**src/rtl/lsbPkg.sv**
```systemverilog
package lsbPkg;
  localparam int LANE_N = 4;
  localparam int DATA_W = 8 << (LANE_N - 1);
  localparam int SIZE_W = $clog2(LANE_N);

  typedef enum logic [1:0] {
    OP_ISOLATE  = 2'd0,
    OP_MASK     = 2'd1,
    OP_CLEAR    = 2'd2,
    OP_CLEAR_B  = 2'd3
  } lsbOp_e;

  typedef struct packed {
    logic load;
  } lsbStrobe_t;

  typedef struct packed {
    logic carry;
    logic zero;
    logic sign;
    logic overflow;
    logic parity;
    logic auxCarry;
  } lsbFlags_t;

  function automatic logic [DATA_W-1:0] widthMask(input logic [SIZE_W-1:0] size);
    logic [DATA_W-1:0] m;
    m = '0;
    for (int i = 0; i < DATA_W; i++) begin
      if (i < (8 << size)) m[i] = 1'b1;
    end
    return m;
  endfunction
endpackage

```
**src/rtl/lsbControl.sv**
```systemverilog
module lsbControl
  import lsbPkg::*;
(
  input  logic       clk,
  input  logic       rstN,
  input  logic       inValid,
  output logic       inReady,
  output logic       outValid,
  input  logic       outReady,
  output lsbStrobe_t strobe
);
  logic validQ;

  assign inReady     = !validQ || outReady;
  assign strobe.load = inValid && inReady && rstN;
  assign outValid    = validQ;

  always_ff @(posedge clk) begin
    if (!rstN) begin
      validQ <= 1'b0;
    end else if (strobe.load) begin
      validQ <= 1'b1;
    end else if (outReady) begin
      validQ <= 1'b0;
    end
  end

  assert_accept_valid_R10: assert property (@(posedge clk) disable iff (!rstN)
    (inValid && inReady) |=> outValid);

  assert_hold_valid_R11: assert property (@(posedge clk) disable iff (!rstN)
    (outValid && !outReady) |=> outValid);
endmodule

```
**src/rtl/lsbDatapath.sv**
```systemverilog
module lsbDatapath
  import lsbPkg::*;
(
  input  logic              clk,
  input  logic              rstN,
  input  lsbStrobe_t        strobe,
  input  logic [1:0]        opIn,
  input  logic [SIZE_W-1:0] sizeIn,
  input  logic [DATA_W-1:0] srcIn,
  output logic [DATA_W-1:0] resultOut,
  output lsbFlags_t         flagsOut
);
  logic [DATA_W-1:0] laneMask;
  logic [DATA_W-1:0] srcCut;
  logic [DATA_W-1:0] negV;
  logic [DATA_W-1:0] decV;
  logic [DATA_W-1:0] resNext;
  logic [LANE_N-1:0] laneResZero;
  logic [LANE_N-1:0] laneResSign;
  logic [LANE_N-1:0] laneSrcZero;
  logic              srcZero;
  lsbFlags_t         flagsNext;

  assign laneMask = widthMask(sizeIn);
  assign srcCut   = srcIn & laneMask;
  assign negV     = (~srcCut + {{(DATA_W-1){1'b0}}, 1'b1}) & laneMask;
  assign decV     = (srcCut - {{(DATA_W-1){1'b0}}, 1'b1}) & laneMask;

  always_comb begin
    unique case (lsbOp_e'(opIn))
      OP_ISOLATE: resNext = srcCut & negV;
      OP_MASK:    resNext = srcCut ^ decV;
      default:    resNext = srcCut & decV;
    endcase
  end

  for (genvar g = 0; g < LANE_N; g++) begin : gLane
    localparam int LW = 8 << g;
    assign laneResZero[g] = (resNext[LW-1:0] == '0);
    assign laneResSign[g] = resNext[LW-1];
    assign laneSrcZero[g] = (srcCut[LW-1:0] == '0);
  end

  assign srcZero = laneSrcZero[sizeIn];

  always_comb begin
    flagsNext          = '0;
    flagsNext.carry    = (lsbOp_e'(opIn) == OP_ISOLATE) ? !srcZero : srcZero;
    flagsNext.zero     = laneResZero[sizeIn];
    flagsNext.sign     = laneResSign[sizeIn];
    flagsNext.overflow = 1'b0;
    flagsNext.parity   = 1'b0;
    flagsNext.auxCarry = 1'b0;
  end

  always_ff @(posedge clk) begin
    if (!rstN) begin
      resultOut <= '0;
      flagsOut  <= '0;
    end else if (strobe.load) begin
      resultOut <= resNext;
      flagsOut  <= flagsNext;
    end
  end

  assert_isolate_onehot_R1: assert property (@(posedge clk) disable iff (!rstN)
    (strobe.load && opIn == 2'd0) |=> $onehot0(resultOut));

  assert_isolate_carry_R4: assert property (@(posedge clk) disable iff (!rstN)
    (strobe.load && opIn == 2'd0) |=> (flagsOut.carry == !flagsOut.zero));

  assert_mask_nonzero_R2: assert property (@(posedge clk) disable iff (!rstN)
    (strobe.load && opIn == 2'd1) |=> !flagsOut.zero);

  assert_clear_carry_R5: assert property (@(posedge clk) disable iff (!rstN)
    (strobe.load && opIn[1]) |=> (!flagsOut.carry || flagsOut.zero));

  assert_upper_zero_R9: assert property (@(posedge clk) disable iff (!rstN)
    (strobe.load && sizeIn == '0) |=> (resultOut[DATA_W-1:8] == '0));

  assert_hold_result_R11: assert property (@(posedge clk) disable iff (!rstN)
    !strobe.load |=> ($stable(resultOut) && $stable(flagsOut)));
endmodule

```
**src/rtl/lsbUnit.sv**
```systemverilog
module lsbUnit
  import lsbPkg::*;
(
  input  logic              clk,
  input  logic              rstN,
  input  logic              inValid,
  output logic              inReady,
  input  logic [1:0]        inOp,
  input  logic [SIZE_W-1:0] inSize,
  input  logic [DATA_W-1:0] inSrc,
  output logic              outValid,
  input  logic              outReady,
  output logic [DATA_W-1:0] outResult,
  output logic              outCarry,
  output logic              outZero,
  output logic              outSign,
  output logic              outOverflow,
  output logic              outParity,
  output logic              outAuxCarry
);
  lsbStrobe_t strobe;
  lsbFlags_t  flags;

  lsbControl uCtl (
    .clk      (clk),
    .rstN     (rstN),
    .inValid  (inValid),
    .inReady  (inReady),
    .outValid (outValid),
    .outReady (outReady),
    .strobe   (strobe)
  );

  lsbDatapath uDp (
    .clk       (clk),
    .rstN      (rstN),
    .strobe    (strobe),
    .opIn      (inOp),
    .sizeIn    (inSize),
    .srcIn     (inSrc),
    .resultOut (outResult),
    .flagsOut  (flags)
  );

  assign outCarry    = flags.carry;
  assign outZero     = flags.zero;
  assign outSign     = flags.sign;
  assign outOverflow = flags.overflow;
  assign outParity   = flags.parity;
  assign outAuxCarry = flags.auxCarry;

  assert_undef_flags_R8: assert property (@(posedge clk) disable iff (!rstN)
    $rose(outValid) |-> !(outOverflow || outParity || outAuxCarry));
endmodule

```
**config.mk**
```make
export PLATFORM = sky130hd
export DESIGN_NAME = lsbUnit
export DESIGN_NICKNAME = d
export VERILOG_FILES = /design/src/rtl/lsbPkg.sv /design/src/rtl/lsbControl.sv /design/src/rtl/lsbDatapath.sv /design/src/rtl/lsbUnit.sv
export SDC_FILE = /design/constraint.sdc
export NUM_CORES = 1
export LEC_CHECK = 0
export BUFFER_PORTS_ARGS = -buffer_cell sky130_fd_sc_hd__buf_4
export CELL_PAD_IN_SITES_DETAIL_PLACEMENT = 0
export CELL_PAD_IN_SITES_GLOBAL_PLACEMENT = 1
export CORE_ASPECT_RATIO = 0.75
export CORE_MARGIN = 5
export CORE_UTILIZATION = 30
export DETAILED_ROUTE_END_ITERATION = 10
export GPL_TIMING_DRIVEN = 0
export PLACE_DENSITY = 0.77
export SLEW_MARGIN = 20
export SYNTH_ARGS = -nofsm -noshare
export SYNTH_HDL_FRONTEND = slang
export SYNTH_SLANG_ARGS = --single-unit
```
**constraint.sdc**
```tcl
create_clock -name clk -period 3.6 [get_ports clk]
set_input_delay 0.54 -clock clk [delete_from_list [all_inputs] [get_ports clk]]
set_output_delay 0.54 -clock clk [all_outputs]
set_load 0.02 [all_outputs]
```
==> flow_summary.toml <==
[layout]
nNetsFinal = 1010
drive_above_1_share = 0.222
fill_cells = 1933
fin_area_um2 = 7560
fin_cells = 1190
area_growth_pct = 31.2

[global_routing]
grt_use_total = 0.241
grt_antenna_before_repair = 1
gr-total-overflow = 0
grt_pass1_vias = 6520
grt_max_degree = 13
grt_pass1_wl_mm = 40.6

[synthesis]
synth_compound_area_frac = 0.264
syn_inst = 785
synth.top_cell.area_share = 0.236
ys.flop_type = "dfxtp_1"
muxShareOfSynthArea = 0.0374
yosys.area_share.simple = 0.364
synth_top_family_by_area = "simple AND/OR/NAND/NOR gates"
ys_ff_latch = 68
synth.distinct_cells = 77
synth_fa_ha_area_frac = 0.00217
synthXorXnorAreaFrac = 0.0258
synth_top_cell_by_area = "dfxtp_1"
yosysSeqAreaShare = 0.236
syn_area_um2 = 5760
syn_area_per_cell_um2 = 7.34
synth_top_cells_by_area = "dfxtp_1, nand2_1, o21ai_0, nor2_1, nor4_1"
yosysWarnings = 0
synth-async-reset-ratio = 0
synth_edf_count = 0

[setup_path]
cp_max_fo = 10
startpoint_type = "input pin"
r2r_cells = 6
r2r_end = "uDp.resultOut[15]"
cpMostUsedCell = "nand4_1"
crit_buf_inv = 3
crit_path_cell_trace = "buf_4 -> inv_1 -> ha_2 -> nor4b_4 -> nand4_1 -> a2111o_1 -> buf_2 -> o311ai_1 -> o41ai_2 -> o31a_1 -> nor4_4 -> nand4_1 -> o21ai_1"
crit_family = "compound AO/OA/AOI/OAI gates"
r2r_start = "uCtl.outValid"
r2r_slack_ns = 1.38
cp_slowest_cell = "a2111o_1"
max_stage_delay_ns = 0.56
critPathRequiredTime_ns = 3.89
path_class = "in2reg"
end_kind = "flip-flop"
cp_data_arrival_time_ns = 3.77

[sta]
tightest_slew_ns = 0.975
rsz0062_at_grt = "false"
fin_crit_ns = 3.48
setup_violations = 0
skew_ns = 0.00436
finalCritPeriodShare = 0.966
slew_headroom = 0.347
clock.fmax_mhz = 287
drv_slew = 0
finalHoldViolCount = 0

[route]
drt_first_pass_iters = 5
drc = 0
ant_nets = 0
vias = 7071
drt_wl_total_mm = 27.8
drtIter0Drc = 749
avgRoutedWirePerCell_um = 23.3
viasPerCell = 5.94

[placement]
placed_cells = 1169
routabilityCongestion = 0.994
port_buffers = 135
place_hpwl_mm = 21.8
placed_cell_area_um2 = 7090

[cts]
cts_sinks = 68
clk_pin_slew_ns = 0.06
ctsHoldBuffers = 0
cts_max_path_buffers = 2
insertion_delay_ns = 0.35
cts_max_level = 3
cts_tree = "built"
cts_root_buffer = "clkbuf_16"
cts_made_buffers = 9

[die]
dieHeight_um = 130
core_um2 = 18700
rows = 43
initial_core_util = 0.309
io_pins = 144
die_x_um = 170
die_area_um2 = 22100

[min_path]
min_from = "uDp.flagsOut[3]"
hold_path.class = "reg2reg"
hold_depth = 2
hold_end = "uDp.flagsOut[3]"

[power_and_ir_drop]
cellLeakagePower_nw = 2.82
powerDensity_nw_per_um2 = 327
report.power.total_mw = 2.47
ir_worst_vdd_mv = 0.138

[run_status]
status = "finished, final reports clean"

[run]
cap_viol_max_count = 0
-- cells in the mapped netlist, drive strengths merged, types with 8 or more instances --
| master | instances |
|---|---|
| nor3 | 38 |
| or3 | 13 |
| and2 | 30 |
| xnor2 | 17 |
| a22oi | 15 |
| nand2b | 8 |
| and3 | 14 |
| nand2 | 81 |
| dfxtp | 68 |
| nor2b | 23 |
| o21ai | 58 |
| a21boi | 16 |
| buf | 17 |
| clkbuf | 49 |
| o211a | 8 |
| nor2 | 59 |
| or4 | 10 |
| nand3 | 21 |
| mux2i | 17 |
| a21oi | 32 |
| nand4 | 28 |
| nor4 | 35 |
-- cell families (layout without fill, tap and decap cells) --
kind of cell / Yosys count / count (layout)
other: 1 / 4
AO/OA/AOI/OAI: 217 / 217
XOR/XNOR: 17 / 17
flip-flops: 68 / 68
AND/OR/NAND/NOR: 385 / 385
multiplexers: 21 / 21
buffers and inverters: 75 / 230
adder cells (fa/ha/maj): 1 / 1
-- worst max path at each step --
stage                    from              end  slack [ns]  cells after the start
floorplan            inSrc[2]  uDp.flagsOut[4]        0.56                     10
global placement     inSrc[0]  uDp.flagsOut[4]       -0.99                     12
detailed placement   inSrc[0]  uDp.flagsOut[4]       -0.62                     12
CTS                  inSrc[5]  uDp.flagsOut[4]        0.06                     11
global route        inSrc[30]  uDp.flagsOut[4]        0.02                     10
finish               inSrc[0]  uDp.flagsOut[4]        0.12                     13
-- cells in the final DEF, fill, tap and decap left out, types with 6 or more instances in the layout --
master,instances
o2111ai_1,6
a21oi_1,32
nand2_1,81
clkbuf_16,9
or4_1,6
o211a_1,8
o21ai_1,7
nor3_1,36
nor2_1,58
o41ai_1,6
nand4_1,28
clkbuf_1,39
buf_4,143
dfxtp_1,68
mux2i_1,17
nor2b_1,23
inv_1,7
buf_2,6
a31oi_1,7
o21ai_0,51
and2_1,29
nor3b_1,6
a22oi_1,15
clkbuf_8,11
xnor2_1,17
nand2b_1,8
or3_1,11
nand3_1,21
a21boi_0,13
o31a_1,6
and3_1,13
o211ai_1,7
nor4_1,31
o31ai_1,6
buf_1,7
-- per-layer routing --
| layer | track usage | vias up | wire [um] |
|---|---|---|---|
| met5 | 0 | - | 21 |
| met4 | 0.0695 | 4 | 670 |
| met3 | 0.0563 | 55 | 2900 |
| met2 | 0.356 | 407 | 11500 |
| met1 | 0.351 | 3332 | 12700 |
| li1 | - | 3273 | - |
-- metrics by stage --
step | util | setup slack [ns] | hold WS [ns] | setup TNS [ns]
4_1_cts | 0.401 | 0.0564 | 0.450 | 0
6_report | 0.405 | 0.121 | 0.449 | 0
3_5_place_dp | 0.380 | -0.619 | 0.442 | -1.26
2_1_floorplan | - | 0.560 | 0.529 | 0
3_3_place_gp | 0.380 | -0.993 | 0.442 | -3.20
5_1_grt | 0.405 | 0.0224 | 0.465 | 0
-- registers in the layout, indices dropped and copies added (netlist names) --
signal         flops
uCtl.outValid      1
uDp.resultOut     64
uDp.flagsOut       3
-- timing repair --
item                       CTS  global route
buffers inserted             2             2
resized for setup            4            11
pin swaps                    1             3
setup endpoints to repair    1             1
-- layout make-up --
| cell class | instances | area (um2) | area share |
|---|---|---|---|
| diodes | 1 | 2.50 | 0.000331 |
| plain buffers | 67 | 370 | 0.0490 |
| clock buffers | 11 | 253 | 0.0334 |
| clock inverters | 5 | 108 | 0.0142 |
| inverters | 8 | 30.0 | 0.00397 |
| multi-input cells | 644 | 4080 | 0.540 |
| flip-flops and latches | 68 | 1360 | 0.180 |
| well taps | 247 | 309 | 0.0409 |
| repair buffers | 139 | 1040 | 0.138 |
-- worst reg2reg max path, stage by stage, from the launching register on --
cell,delay [ns]
dfxtp_1,0.32
nand2b_1,0.11
nand2_1,0.26
clkbuf_1,0.48
clkbuf_1,0.58
o21ai_0,0.19
and2_1,0.18
-- report_power, final --
| part | leakage, nW | internal (mW) | switching [mW] |
|---|---|---|---|
| Combinational | 2.09 | 0.209 | 0.379 |
| Clock | 0.176 | 0.717 | 0.380 |
| Sequential | 0.552 | 0.774 | 0.0135 |
| Total | 2.82 | 1.70 | 0.772 |
Note: power is estimated with default switching activity, not from simulation.
